[config.mk]
export PLATFORM = sky130hd
export DESIGN_NAME = ack_prio_mapper
export DESIGN_NICKNAME = d
export VERILOG_FILES = /design/src/rtl/prio_map_pkg.sv /design/src/rtl/ack_hist_count.sv /design/src/rtl/tbl_choose.sv /design/src/rtl/lut_read.sv /design/src/rtl/ack_prio_mapper.sv
export SDC_FILE = /design/constraint.sdc
export NUM_CORES = 1
export LEC_CHECK = 0
export ABC_AREA = 0
export BUFFER_PORTS_ARGS = -buffer_cell sky130_fd_sc_hd__buf_4
export CAP_MARGIN = 5
export CORE_UTILIZATION = 50
export CTS_CLUSTER_SIZE = 16
export DETAILED_ROUTE_END_ITERATION = 8
export GPL_ROUTABILITY_DRIVEN = 0
export GPL_TIMING_DRIVEN = 0
export PLACE_DENSITY = 0.86
export SYNTH_ARGS = -nofsm -noshare
export SYNTH_HDL_FRONTEND = slang
export SYNTH_SLANG_ARGS = --single-unit
[constraint.sdc]
create_clock -name clk -period 9.72 [get_ports clk]
set_input_delay 0.972 -clock clk [delete_from_list [all_inputs] [get_ports clk]]
set_output_delay 0.972 -clock clk [all_outputs]
set_load 0.01 [all_outputs]
[src/rtl/prio_map_pkg.sv]
package prio_map_pkg;

  typedef enum logic {
    TBL_MAIN = 1'b0,
    TBL_ALT  = 1'b1
  } tbl_sel_e;

  typedef enum logic {
    SWAP_ON_DISP = 1'b0,
    SWAP_ON_CONG = 1'b1
  } swap_rule_e;

endpackage

[src/rtl/ack_hist_count.sv]
module ack_hist_count #(
  parameter int HIST_W = 16,
  parameter int PRIO_W = 4
) (
  input  logic                      clk,
  input  logic                      rst,
  input  logic                      req_i,
  input  logic                      ack_i,
  input  logic                      ack_inv_i,
  input  logic [$clog2(HIST_W)-1:0] len_sel_i,
  output logic [PRIO_W-1:0]         cnt_o
);

  localparam int LEN_W = $clog2(HIST_W);
  localparam int SUM_W = $clog2(HIST_W + 1);
  localparam int MAXV  = (1 << PRIO_W) - 1;

  logic [HIST_W-1:0] hist_q;
  logic [HIST_W-1:0] win_mask;
  logic [HIST_W-1:0] seen;
  logic [SUM_W-1:0]  ones;

  always_ff @(posedge clk) begin
    if (rst) begin
      hist_q <= '0;
    end else if (req_i) begin
      hist_q <= {hist_q[HIST_W-2:0], ack_i ^ ack_inv_i};
    end
  end

  for (genvar g = 0; g < HIST_W; g++) begin : g_mask
    assign win_mask[g] = (LEN_W'(g) <= len_sel_i);
  end

  assign seen = hist_q & win_mask;

  always_comb begin
    ones = '0;
    for (int i = 0; i < HIST_W; i++) begin
      ones = ones + SUM_W'(seen[i]);
    end
  end

  assign cnt_o = (ones > SUM_W'(MAXV)) ? PRIO_W'(MAXV) : PRIO_W'(ones);


  hist_hold_chk: assert property (@(posedge clk) disable iff (rst)
    !req_i |=> $stable(hist_q));


  hist_shift_chk: assert property (@(posedge clk) disable iff (rst)
    req_i |=> hist_q[0] == $past(ack_i ^ ack_inv_i));


  hist_clear_chk: assert property (@(posedge clk) disable iff (rst)
    $past(rst) |-> hist_q == '0);

endmodule

[src/rtl/tbl_choose.sv]
module tbl_choose
  import prio_map_pkg::*;
#(
  parameter int PRIO_W      = 4,
  parameter int DISP_THRESH = 8
) (
  input  logic              tbl_mode_i,
  input  logic              cong_i,
  input  logic [PRIO_W-1:0] disp_prio_i,
  output tbl_sel_e          sel_o
);

  swap_rule_e rule;
  logic       disp_high;

  assign rule      = swap_rule_e'(tbl_mode_i);
  assign disp_high = (disp_prio_i > PRIO_W'(DISP_THRESH));

  always_comb begin
    unique case (rule)
      SWAP_ON_CONG: sel_o = cong_i    ? TBL_ALT : TBL_MAIN;
      SWAP_ON_DISP: sel_o = disp_high ? TBL_ALT : TBL_MAIN;
      default:      sel_o = TBL_MAIN;
    endcase
  end

endmodule

[src/rtl/lut_read.sv]
module lut_read
  import prio_map_pkg::*;
#(
  parameter int PRIO_W = 4
) (
  input  logic [(1<<PRIO_W)*PRIO_W-1:0] main_i,
  input  logic [(1<<PRIO_W)*PRIO_W-1:0] alt_i,
  input  tbl_sel_e                      sel_i,
  input  logic [PRIO_W-1:0]             idx_i,
  output logic [PRIO_W-1:0]             entry_o
);

  localparam int NENT = 1 << PRIO_W;

  logic [PRIO_W-1:0] main_e [NENT];
  logic [PRIO_W-1:0] alt_e  [NENT];

  for (genvar g = 0; g < NENT; g++) begin : g_split
    assign main_e[g] = main_i[g*PRIO_W +: PRIO_W];
    assign alt_e[g]  = alt_i[g*PRIO_W +: PRIO_W];
  end

  assign entry_o = (sel_i == TBL_ALT) ? alt_e[idx_i] : main_e[idx_i];

endmodule

[src/rtl/ack_prio_mapper.sv]
module ack_prio_mapper
  import prio_map_pkg::*;
#(
  parameter int HIST_W      = 16,
  parameter int PRIO_W      = 4,
  parameter int DISP_THRESH = 8,
  parameter bit IS_DISPLAY  = 1'b1
) (
  input  logic                          clk,
  input  logic                          rst,
  input  logic                          req_i,
  input  logic                          ack_i,
  input  logic                          ack_inv_i,
  input  logic [$clog2(HIST_W)-1:0]     len_sel_i,
  input  logic                          tbl_mode_i,
  input  logic                          cong_i,
  input  logic [PRIO_W-1:0]             disp_prio_i,
  input  logic                          bypass_en_i,
  input  logic [(1<<PRIO_W)*PRIO_W-1:0] lut_main_i,
  input  logic [(1<<PRIO_W)*PRIO_W-1:0] lut_alt_i,
  output logic [PRIO_W-1:0]             prio_o
);

  logic [PRIO_W-1:0] cnt;
  logic [PRIO_W-1:0] mapped;
  logic [PRIO_W-1:0] prio_d;
  logic [PRIO_W-1:0] prio_q;
  tbl_sel_e          sel;

  ack_hist_count #(.HIST_W(HIST_W), .PRIO_W(PRIO_W)) u_hist (
    .clk       (clk),
    .rst       (rst),
    .req_i     (req_i),
    .ack_i     (ack_i),
    .ack_inv_i (ack_inv_i),
    .len_sel_i (len_sel_i),
    .cnt_o     (cnt)
  );

  tbl_choose #(.PRIO_W(PRIO_W), .DISP_THRESH(DISP_THRESH)) u_choose (
    .tbl_mode_i  (tbl_mode_i),
    .cong_i      (cong_i),
    .disp_prio_i (disp_prio_i),
    .sel_o       (sel)
  );

  lut_read #(.PRIO_W(PRIO_W)) u_lut (
    .main_i  (lut_main_i),
    .alt_i   (lut_alt_i),
    .sel_i   (sel),
    .idx_i   (cnt),
    .entry_o (mapped)
  );

  if (IS_DISPLAY) begin : g_bypass
    assign prio_d = bypass_en_i ? disp_prio_i : mapped;


    bypass_out_chk: assert property (@(posedge clk) disable iff (rst)
      bypass_en_i |=> prio_o == $past(disp_prio_i));
  end else begin : g_plain
    assign prio_d = mapped;
  end

  always_ff @(posedge clk) begin
    if (rst) begin
      prio_q <= lut_main_i[PRIO_W-1:0];
    end else begin
      prio_q <= prio_d;
    end
  end

  assign prio_o = prio_q;


  reset_out_chk: assert property (@(posedge clk) disable iff (rst)
    $past(rst) |-> prio_o == $past(lut_main_i[PRIO_W-1:0]));

endmodule

==> summary.txt <==
Crit Path Max Fanout = 10
dpl ws = 2560 ps
CP endpoint = prio_o[3]
RSZ-0062 raised after global routing = no
crit path from = len_sel_i[1]
worst r2r path cells = 17
cts repair resizes = 0
leakage = 0.00193 uW
setup TNS = 0 ps
max cap viols = 0
synth top area cells = dfxtp_1, mux2i_1, fa_1
routed wire length per instance = 18.5 um
post-synth net total = 510
share of layout cells above drive strength 1 = 35.9%
sequential power share = 30.4%
combinational share of power = 48.3%
CTS Hold Buffers Added = 0
Top-Level Pins = 148
total power draw = 283 uW
via count = 3548
# DRC = 0
commonest non-fill, non-tap cell in the layout = buf_4
number of synthesized register bits = 20
clock group share of total power = 21.3%
Clock Tree Root = clkbuf_8
worst hold path type = flop to flop
Buffers on Ports = 144
Overall Global Routing Usage = 37.1%
Layout fillers = 414
yosys warns = 0
PwrDens = 71.9 nW/um2
pin count of the biggest net entering global routing = 12
nets = 659
Max Used Layer = met4
VDD IR max = 0.0586 mV
syn avg cell area = 7.74 um2
Pins Over Slew Limit = 0
setup violators final = 0
most frequent cells in the layout = buf_4, mux2i_1, nand2_1, nor2_1
reg2reg end = prio_o[3]
CTS Buffer Depth = 2
clk sink count = 20
initial antenna violation count = 0
hpwl dp = 8.50 mm
Worst EP required = 9830 ps
clock skew = 1.10 ps
Setup Crit Path Kind = input port to flop
first-pass GRT wire length = 15.8 mm
Pint = 193 uW
Critical Path AT = 7080 ps
Layout area overhead = 45.0%
Core Area = 5170 um2
clock insertion delay at the later pin of the skew report = 250 ps
DR WL met3 = 1.10 mm
H-tree levels = 1
biggest area consumer among synthesized cells = dfxtp_1
reg2reg start = u_hist.hist_q[1]
Initial Util = 52.5%
startpoint types = input port
cts bufs inserted = 3
Cell Area, Synth = 2720 um2
Async SR Flop Fraction = 0%
Reg clk slew, reported paths = 70 ps
Slew HR = 35.6%
DIE AREA = 5730 um2
die height = 75.7 um
setup ws final = 2750 ps
Routed WL = 10.5 mm
Psw = 89.8 uW
Switching Fraction = 31.7%
die width = 75.7 um
number of flops mapped to enable cells by yosys = 0
# diodes = 0
Mapped Cells = 351
Final Cycle Share = 71.7%
reg2reg setup slack = 3600 ps
DR iter-0 viols = 329
actual slew at the worst max-slew pin = 966 ps
Crit. End Element = flop
status = finished clean
Final Hold Vio Count = 0
number of global-route vias before repair = 3388
DR WL met2 = 5.17 mm
vias per cell = 6.24
share of the synthesized area in the top cell type = 14.7%
metal1 wirelength = 3.98 mm
fin crit period = 6970 ps
Rows = 26
sequential fraction of the synthesis area = 14.7%
postcts setup bufs = 0
length of the first detailed-routing pass in iterations = 5
CTS tree = built
remaining global-route overflow = 0
Main synth FF type = dfxtp_1
maximum clock rate = 144 MHz
antenna-violating nets left = 0
Netlist cell types = 63
-- state kept, by name (all words and copies together) (netlist names) --
| name | count |
|---|---|
| u_hist.hist_q | 16 |
| prio_o | 4 |
-- worst max-delay path, cell delays in order --
cell	delay, ps
clkbuf_1	200
o41a_1	430
ha_1	310
fa_1	520
fa_1	520
fa_1	550
inv_1	60
fa_1	500
fa_1	470
fa_1	490
buf_2	190
buf_1	460
nand2_1	340
clkbuf_1	320
o211ai_1	240
a211oi_1	100
o31ai_1	240
o211ai_1	160
-- logic make-up after synthesis --
logic type	Yosys count	synth area share, %
compound gates	118	31.5
simple gates	115	21.1
mux	42	15.8
buf+inv	40	6.96
flops	20	14.7
fa+ha+maj	15	9.67
xor+xnor	1	0.322
-- cells in the mapped netlist (2+ instances only) --
library cell,count
or2_2,3
nor2b_1,9
a22o_1,3
o211ai_1,10
mux2_2,7
and3_1,3
nor4_1,2
a21oi_1,20
nor2_1,28
clkbuf_1,12
dfxtp_1,20
a211oi_1,5
o21a_1,2
a22oi_1,6
buf_2,10
a21o_1,3
ha_1,5
inv_1,12
nand3_1,16
a221oi_1,9
o22a_1,2
o31ai_1,3
a31oi_1,6
nor3_1,2
nand2b_1,4
o2bb2ai_1,3
fa_1,10
and2_1,2
a32oi_1,2
buf_6,3
buf_1,2
mux2i_1,35
nand4_1,2
nand2_1,34
and4_1,2
o21ai_0,20
a221o_1,3
o211a_1,4
o221ai_1,3
-- power by group through the flow --
stage          registers [uW]  logic [uW]  clock network, uW
2_1_floorplan            88.8        64.9                  0
3_3_place_gp             87.7         131                  0
3_5_place_dp             87.9         133                  0
4_1_cts                  86.0         134               61.8
5_1_grt                  86.3         146               66.7
6_report                 86.1         137               60.3
-- area by class of cell --
class                      instances  area (um2)  area share (%)
buffer                            28         144            3.65
clock buffer                       4        55.1            1.40
inverter                          12        45.0            1.14
multi-input combinational        291        2130            54.0
sequential                        20         400            10.2
tap                               70        87.6            2.22
timing repair buffer             144        1080            27.4
-- metrics by stage --
step	instance area, um2	cells	hold WS (ps)	utilization (%)
3_3_place_gp	3880	565	472	75.1
3_5_place_dp	3880	565	484	75.1
2_1_floorplan	2720	351	452	-
4_1_cts	3940	569	529	76.2
6_report	3940	569	530	76.2
5_1_grt	3940	569	551	76.2
-- per-layer routing --
metal	vias up	global-route usage (%)
met2	250	64.4
met3	32	7.80
met4	0	10.9
li1	1620	-
met5	-	0
met1	1646	46.3
-- worst min-delay path by stage --
stage / from / end / cells after the start
2_1_floorplan: u_hist.hist_q[15] / u_hist.hist_q[15] / 2
3_3_place_gp: u_hist.hist_q[15] / u_hist.hist_q[15] / 2
3_5_place_dp: u_hist.hist_q[15] / u_hist.hist_q[15] / 2
4_1_cts: u_hist.hist_q[15] / u_hist.hist_q[15] / 2
5_1_grt: u_hist.hist_q[15] / u_hist.hist_q[15] / 2
6_report: u_hist.hist_q[5] / u_hist.hist_q[5] / 2
Power figures use the tool's default switching activity.
